**src/rtl/chg_watch_pkg.sv**
```systemverilog
package chg_watch_pkg;
  // Mode bit pair of a port
  typedef enum logic [1:0] {
    PCFG_RSVD  = 2'b00,
    PCFG_OUT   = 2'b01,
    PCFG_IN    = 2'b10,
    PCFG_IN_PU = 2'b11
  } pcfg_e;
endpackage

```
**src/rtl/chg_watch_sync.sv**
```systemverilog
module chg_watch_sync #(
  parameter int W      = 1,
  parameter int STAGES = 2
) (
  input  logic         clk,
  input  logic         rst_n,
  input  logic [W-1:0] din,
  output logic [W-1:0] dout
);
  logic [STAGES-1:0][W-1:0] stg_q;
  logic [STAGES-1:0][W-1:0] stg_d;

  always_comb begin
    stg_d[0] = din;
    for (int s = 1; s < STAGES; s++) begin
      stg_d[s] = stg_q[s-1];
    end
  end

  always_ff @(posedge clk or negedge rst_n) begin
    if (!rst_n) begin
      stg_q <= '0;
    end else begin
      stg_q <= stg_d;
    end
  end

  assign dout = stg_q[STAGES-1];
endmodule

```
**src/rtl/chg_watch_cmp.sv**
```systemverilog
module chg_watch_cmp #(
  parameter int W = 7
) (
  input  logic         clk,
  input  logic         rst_n,
  input  logic [W-1:0] lvl,
  input  logic [W-1:0] mask,
  input  logic         take,
  output logic [W-1:0] snap,
  output logic         hit
);
  logic [W-1:0] snap_q;
  logic [W-1:0] snap_d;

  always_comb begin
    snap_d = snap_q;
    if (take) begin
      snap_d = lvl;
    end
  end

  always_ff @(posedge clk or negedge rst_n) begin
    if (!rst_n) begin
      snap_q <= '0;
    end else begin
      snap_q <= snap_d;
    end
  end

  assign hit  = |((lvl ^ snap_q) & mask);
  assign snap = snap_q;
endmodule

```
**src/rtl/chg_watch_flag.sv**
```systemverilog
module chg_watch_flag #(
  parameter int W = 7
) (
  input  logic         clk,
  input  logic         rst_n,
  input  logic         wr,
  input  logic [W-1:0] wdata,
  input  logic         rd,
  input  logic         hit,
  output logic [W-1:0] mask,
  output logic         flag
);
  logic [W-1:0] mask_q;
  logic [W-1:0] mask_d;
  logic         flag_q;
  logic         flag_d;

  always_comb begin
    mask_d = mask_q;
    if (wr) begin
      mask_d = wdata;
    end
    // a difference present in the read cycle re-arms the flag
    flag_d = hit | (flag_q & ~rd);
  end

  always_ff @(posedge clk or negedge rst_n) begin
    if (!rst_n) begin
      mask_q <= '0;
      flag_q <= 1'b0;
    end else begin
      mask_q <= mask_d;
      flag_q <= flag_d;
    end
  end

  assign mask = mask_q;
  assign flag = flag_q;
endmodule

```
**src/rtl/chg_watch.sv**
```systemverilog
module chg_watch #(
  parameter int NPORT       = 7,
  parameter int SYNC_STAGES = 2,
  parameter int RST_STAGES  = 2
) (
  input  logic             clk,
  input  logic             rst_n,
  input  logic [NPORT-1:0] port_lvl_i,
  input  logic             mask_wr_i,
  input  logic [NPORT-1:0] mask_wdata_i,
  input  logic             mask_rd_i,
  input  logic [1:0]       int_port_cfg_i,
  output logic [NPORT:0]   rdata_o,
  output logic             flag_o,
  output logic             int_pin_o
);
  import chg_watch_pkg::*;

  logic             rst_s;
  logic [NPORT-1:0] lvl_s;
  logic [NPORT-1:0] snap_s;
  logic [NPORT-1:0] mask_s;
  logic             hit_s;
  logic             flag_s;
  logic             int_en;

  chg_watch_sync #(.W(1), .STAGES(RST_STAGES)) u_rst_sync (
    .clk  (clk),
    .rst_n(rst_n),
    .din  (1'b1),
    .dout (rst_s)
  );

  chg_watch_sync #(.W(NPORT), .STAGES(SYNC_STAGES)) u_lvl_sync (
    .clk  (clk),
    .rst_n(rst_s),
    .din  (port_lvl_i),
    .dout (lvl_s)
  );

  chg_watch_cmp #(.W(NPORT)) u_cmp (
    .clk  (clk),
    .rst_n(rst_s),
    .lvl  (lvl_s),
    .mask (mask_s),
    .take (mask_rd_i),
    .snap (snap_s),
    .hit  (hit_s)
  );

  chg_watch_flag #(.W(NPORT)) u_flag (
    .clk  (clk),
    .rst_n(rst_s),
    .wr   (mask_wr_i),
    .wdata(mask_wdata_i),
    .rd   (mask_rd_i),
    .hit  (hit_s),
    .mask (mask_s),
    .flag (flag_s)
  );

  assign int_en    = (pcfg_e'(int_port_cfg_i) == PCFG_OUT);
  assign int_pin_o = flag_s & int_en;
  assign flag_o    = flag_s;
  assign rdata_o   = {flag_s, mask_s};
endmodule

```
**config.mk**
```make
export PLATFORM = sky130hd
export DESIGN_NAME = chg_watch
export DESIGN_NICKNAME = d
export VERILOG_FILES = /design/src/rtl/chg_watch_pkg.sv /design/src/rtl/chg_watch_sync.sv /design/src/rtl/chg_watch_cmp.sv /design/src/rtl/chg_watch_flag.sv /design/src/rtl/chg_watch.sv
export SDC_FILE = /design/constraint.sdc
export NUM_CORES = 1
export LEC_CHECK = 0
export CAP_MARGIN = 20
export CORE_MARGIN = 10
export CORE_UTILIZATION = 49
export CTS_CLUSTER_DIAMETER = 50
export CTS_CLUSTER_SIZE = 8
export DETAILED_ROUTE_END_ITERATION = 12
export PLACE_DENSITY = 0.81
export SLEW_MARGIN = 20
export SYNTH_ARGS = -nofsm -noshare
export SYNTH_HDL_FRONTEND = slang
export SYNTH_SLANG_ARGS = --single-unit
```
**constraint.sdc**
```tcl
create_clock -name clk -period 2.3 [get_ports clk]
set_input_delay 0.575 -clock clk [delete_from_list [all_inputs] [get_ports clk]]
set_output_delay 0.575 -clock clk [all_outputs]
set_load 0.03 [all_outputs]
```
==> flow_metrics.tcl, run 1 <==
set metrics [dict create \
    synth_nets 83 \
    die_h_um 66.9 \
    finish.utilization_pct 70.5 \
    status "finished clean" \
    finalWorstSetupSlack_ns 0.325 \
    maxCapViolCount 0 \
    dr.pass1.iters 3 \
    cts_tree "yes" \
    cts.sinks 31 \
    netlist_area_mm2 0.00108 \
    post-route-period-util_pct 85.9 \
    grt_pass1_vias 683 \
    cts_setup_buffers 0 \
    whs_ns 0.227 \
    path_class "reg -> out" \
    cts-root-buf "clkbuf_4" \
    cts.path.max_buffers 2 \
    hpwlAfterDp_um 1540 \
    rr_endpoint "u_flag.flag" \
    cp_num_buf_inv 1 \
    gp_congestion 0.700 \
    ioPinCount 30 \
    grt_use_total_pct 9.58 \
    rows 16 \
    ys_seq_elements 31 \
    cts.clk_slew.worst_paths_ns 0.09 \
    vias 593 \
    core-area_mm2 0.00202 \
    hold_viol 0 \
    crit_path_end_kind "primary output" \
    syn_avg_cell_area_um2 17.1 \
    reg2regPathDepth 3 \
    peakVddDrop_mv 0.470 \
    critPathTopFamily "buffers and inverters" \
    grt_pass1_wl_um 3130 \
    fin_nets 117 \
    clkLatencyLatePin_ns 0.31 \
    ctsHoldBuffers 0 \
    die-area_mm2 0.00447 \
    worst_pin_slew_ns 0.555 \
    finalSetupViolations 0 \
    n_antenna_cell 0 \
    finalSetupTns_ns 0 \
    cts_buffers 5 \
    ys_seq_area_share_pct 72.0 \
    rsz0062_at_grt "no" \
    layout-drive-gt1-share_pct 22.4 \
    slew_headroom_pct 63.0 \
    period_minus_slack_ns 1.98 \
    power_density_mw_per_mm2 741 \
    dp_slack_ns 0.347 \
    ys_types 11 \
    wl_um 1930 \
    r2r_start "u_cmp.snap[0]" \
    arrival_ns 1.40 \
    drtAntennaViolNets 0 \
    drc 0 \
    clock-skew-final_ns 0.00557 \
    multi_input_area_um2 272 \
    start_util_pct 53.3 \
    slowest_delay_ns 0.70 \
    rrSetupSlack_ns 1.30 \
    port_buffers 29 \
    viasPerCell 4.74 \
    grt_max_degree 16 \
    antenna_found_initial 0 \
    final_max_slew_viol_count 0 \
    cts_resized 0 \
    fillers 146 \
    power_mw 1.06 \
    critPathLaunchType "register" \
    path_cells "clkdlybuf4s50_1" \
    die_w_um 66.9 \
    max_clock_freq_ghz 0.506 \
    htree_levels 2 \
    synthCells 63 \
    seqCellArea_um2 776 \
    critPathRequiredTime_ns 1.73 \
    grt_overflow 0 \
    syn2layout_area_growth_pct 32.4 \
    p_leak_nw 0.616 \
    avgRoutedWirePerCell_um 15.5 \
    drt_iter0_drc 11 \
    hp-class "reg -> async" \
    cp_max_fo 4 \
    yosys_warnings 0 \
    critical_path.slowest_cell "clkdlybuf4s50_1" \
]
power by group:
part	internal [mW]	total, mW	switching (mW)	leakage [nW]
clock	0.119	0.276	0.157	0.0293
combinational	0.0930	0.167	0.0736	0.227
sequential	0.585	0.615	0.0293	0.359
total	0.797	1.06	0.260	0.616
kinds of logic (layout without fill, tap and decap cells):
logic type | count (synthesis) | after routing | synth area share [%]
AOI/OAI and AO/OA | 4 | 4 | 2.55
xor gates and xnor gates | 7 | 7 | 5.69
buffers and inverters | 3 | 38 | 2.79
DFF | 31 | 31 | 72.0
muxes | 14 | 14 | 14.6
other | 1 | 1 | 0.348
and+or+nand+nor | 3 | 3 | 1.98
worst max path at each step:
stage,end,slack [ns],startpoint,cells past startpoint
floorplan,int_pin_o,0.78,int_port_cfg_i[1],1
global placement,int_pin_o,0.38,int_port_cfg_i[1],3
detailed placement,int_pin_o,0.35,int_port_cfg_i[1],3
CTS,rdata_o[7],0.31,u_flag.flag,1
global route,flag_o,0.27,u_flag.flag,1
finish,rdata_o[7],0.32,u_flag.flag,1
layer usage:
layer	vias up	wire (µm)	track usage (%)	share of wire (%)
met4	0	27	6.92	1.4
met5	-	0	0	0
met3	2	183	4.68	9.5
li1	280	-	-	-
met2	21	1000	15.9	52
met1	290	717	9.01	37
per-stage QoR:
step / std cells / cell area, µm²
after CTS: 125 / 1430
final: 125 / 1430
after floorplan: 63 / 1080
after detailed placement: 117 / 1380
after global placement: 117 / 1380
after global routing: 125 / 1430
synth_stat cells (all sizes together):
master / instances / area [µm²]
xor2: 7 / 61.3
dfrtp: 31 / 776
and3b: 1 / 8.76
conb: 1 / 3.75
nor2b: 1 / 6.26
mux2: 14 / 158
a22oi: 3 / 22.5
nand4: 1 / 6.26
buf: 3 / 30.0
a21oi: 1 / 5.00
registers in the layout, indices dropped and copies added (netlist names):
signal	flops
u_cmp.snap	7
u_flag.mask	7
u_lvl_sync.stg_d	7
u_flag.flag	1
u_rst_sync.dout	1
u_lvl_sync.dout	7
u_rst_sync.stg_d	1
area by class of cell:
| type | count | share of cell area (%) |
|---|---|---|
| flip-flops and latches | 31 | 54.4 |
| multi-input cells | 29 | 19.0 |
| clock buffers | 7 | 3.16 |
| clock inverters | 1 | 0.351 |
| repair buffers | 30 | 20.7 |
| well taps | 27 | 2.37 |
placed cells by master (no fill, tap or decap), drive strengths merged:
cell	synthesis	routed
xor2	7	7
nand4	1	1
clkbuf	0	7
a21oi	1	1
a22oi	3	3
clkdlybuf4s50	0	28
buf	3	2
and3b	1	1
clkinv	0	1
conb	1	1
dfrtp	31	31
mux2	14	14
nor2b	1	1
No activity file was read; power rests on OpenSTA's default activity.
==> run 2: changes to the inputs <==
--- a/config.mk
+++ b/config.mk
@@ -11,6 +11,7 @@
 export CTS_CLUSTER_DIAMETER = 50
 export CTS_CLUSTER_SIZE = 8
 export DETAILED_ROUTE_END_ITERATION = 12
+export MAX_ROUTING_LAYER = met4
 export PLACE_DENSITY = 0.81
 export SLEW_MARGIN = 20
 export SYNTH_ARGS = -nofsm -noshare
==> flow_metrics.tcl, run 2 (same netlist as run 1, synthesis figures left out) <==
set metrics [dict create \
    status "finished clean" \
    slowest_delay_ns 0.70 \
    clock-skew-final_ns 0.00560 \
    path_cells "clkdlybuf4s50_1" \
    power_density_mw_per_mm2 741 \
    crit_path_end_kind "primary output" \
    syn2layout_area_growth_pct 32.4 \
    post-route-period-util_pct 85.8 \
    finalWorstSetupSlack_ns 0.326 \
    core-area_mm2 0.00202 \
    cts-root-buf "clkbuf_4" \
    dr.pass1.iters 3 \
    cts_resized 0 \
    most-common-layout-cells "dfrtp_1, clkdlybuf4s50_1, mux2_2" \
    arrival_ns 1.40 \
    n_antenna_cell 0 \
    avgRoutedWirePerCell_um 15.5 \
    seqCellArea_um2 776 \
    drc 0 \
    die_h_um 66.9 \
    maxCapViolCount 0 \
    finalSetupTns_ns 0 \
    antenna_found_initial 0 \
    worst-path-stages 1 \
    wl_met3_um 172 \
    cts.sinks 31 \
    setup.worst_path.end "rdata_o[7]" \
    hp-class "reg -> async" \
    critPathRequiredTime_ns 1.73 \
    finalSetupViolations 0 \
    dp_slack_ns 0.347 \
    cts_buffers 5 \
    wl_met1_um 728 \
    clkLatencyLatePin_ns 0.31 \
    reg2regPathDepth 3 \
    max_clock_freq_ghz 0.507 \
    ioPinCount 30 \
    drtAntennaViolNets 0 \
    met2_length_um 1000 \
    die_w_um 66.9 \
    peakVddDrop_mv 0.470 \
    final_max_slew_viol_count 0 \
    hpwlAfterDp_um 1540 \
    critical_path.slowest_cell "clkdlybuf4s50_1" \
    highest_layer "met4" \
    grt_max_degree 16 \
    r2r_start "u_cmp.snap[0]" \
    cp_num_buf_inv 1 \
    cts_setup_buffers 0 \
    layout-drive-gt1-share_pct 22.4 \
    slew_headroom_pct 63.0 \
    htree_levels 2 \
    rr_endpoint "u_flag.flag" \
    fillers 146 \
    p_leak_nw 0.616 \
    grt_pass1_wl_um 3130 \
    rrSetupSlack_ns 1.30 \
    viasPerCell 4.74 \
    critPathLaunchType "register" \
    port_buffers 29 \
    gp_congestion 0.708 \
    final_common_cell "dfrtp_1" \
    drt_iter0_drc 11 \
    grt_use_total_pct 9.85 \
    crit_path_start "u_flag.flag" \
    grt_pass1_vias 683 \
    multi_input_area_um2 272 \
    die-area_mm2 0.00447 \
    cts_tree "yes" \
    wl_um 1930 \
    fin_nets 117 \
    hold_viol 0 \
    rsz0062_at_grt "no" \
    critPathTopFamily "buffers and inverters" \
    worst_pin_slew_ns 0.555 \
    cp_max_fo 4 \
    rows 16 \
    path_class "reg -> out" \
    period_minus_slack_ns 1.97 \
    cts.path.max_buffers 2 \
    vias 593 \
    cts.clk_slew.worst_paths_ns 0.09 \
    ctsHoldBuffers 0 \
    grt_overflow 0 \
    start_util_pct 53.3 \
]
[run 2: cell counts in the layout (fill, tap and decap cells not counted)]
Identical to the previous run, type by type.
[run 2: worst min path at each step]
stage	to	slack [ns]	cells after the start
floorplan	u_rst_sync.dout	0.28	0
global placement	u_lvl_sync.stg_d[13]	0.23	0
detailed placement	u_lvl_sync.stg_d[11]	0.26	0
CTS	u_flag.mask[4]	0.25	0
global route	u_flag.mask[4]	0.29	0
finish	u_lvl_sync.dout[5]	0.23	0
[run 2: where the power goes]
| group | leakage (nW) | internal (mW) | switching, mW |
|---|---|---|---|
| clock | 0.0293 | 0.119 | 0.157 |
| combinational | 0.227 | 0.0930 | 0.0737 |
| sequential | 0.359 | 0.585 | 0.0293 |
| total | 0.616 | 0.797 | 0.260 |
[run 2: area by class of cell]
| class | instances | share of cell area, % |
|---|---|---|
| timing repair buffer | 30 | 20.7 |
| multi-input combinational | 29 | 19.0 |
| clock buffer | 7 | 3.16 |
| clock inverter | 1 | 0.351 |
| tap | 27 | 2.37 |
| sequential | 31 | 54.4 |
[run 2: worst register-to-register path, stage by stage, from the launching register on]
cell	delay, ns
dfrtp_1	0.39
xor2_1	0.16
a22oi_1	0.22
nand4_1	0.10
[run 2: layer usage]
| metal | vias up | GRT usage, % |
|---|---|---|
| li1 | 280 | - |
| met1 | 290 | 9.11 |
| met2 | 21 | 15.9 |
| met3 | 2 | 4.52 |
| met4 | 0 | 6.92 |
| met5 | - | - |
[run 2: metrics by stage]
stage	hold slack (ns)	util [%]	cell area, µm²	instances	power, mW
after floorplan	0.279	-	1080	63	0.715
after global placement	0.230	68.1	1380	117	0.788
after detailed placement	0.257	68.1	1380	117	0.797
after CTS	0.247	70.5	1430	125	1.07
after global routing	0.292	70.5	1430	125	1.12
final	0.227	70.5	1430	125	1.06
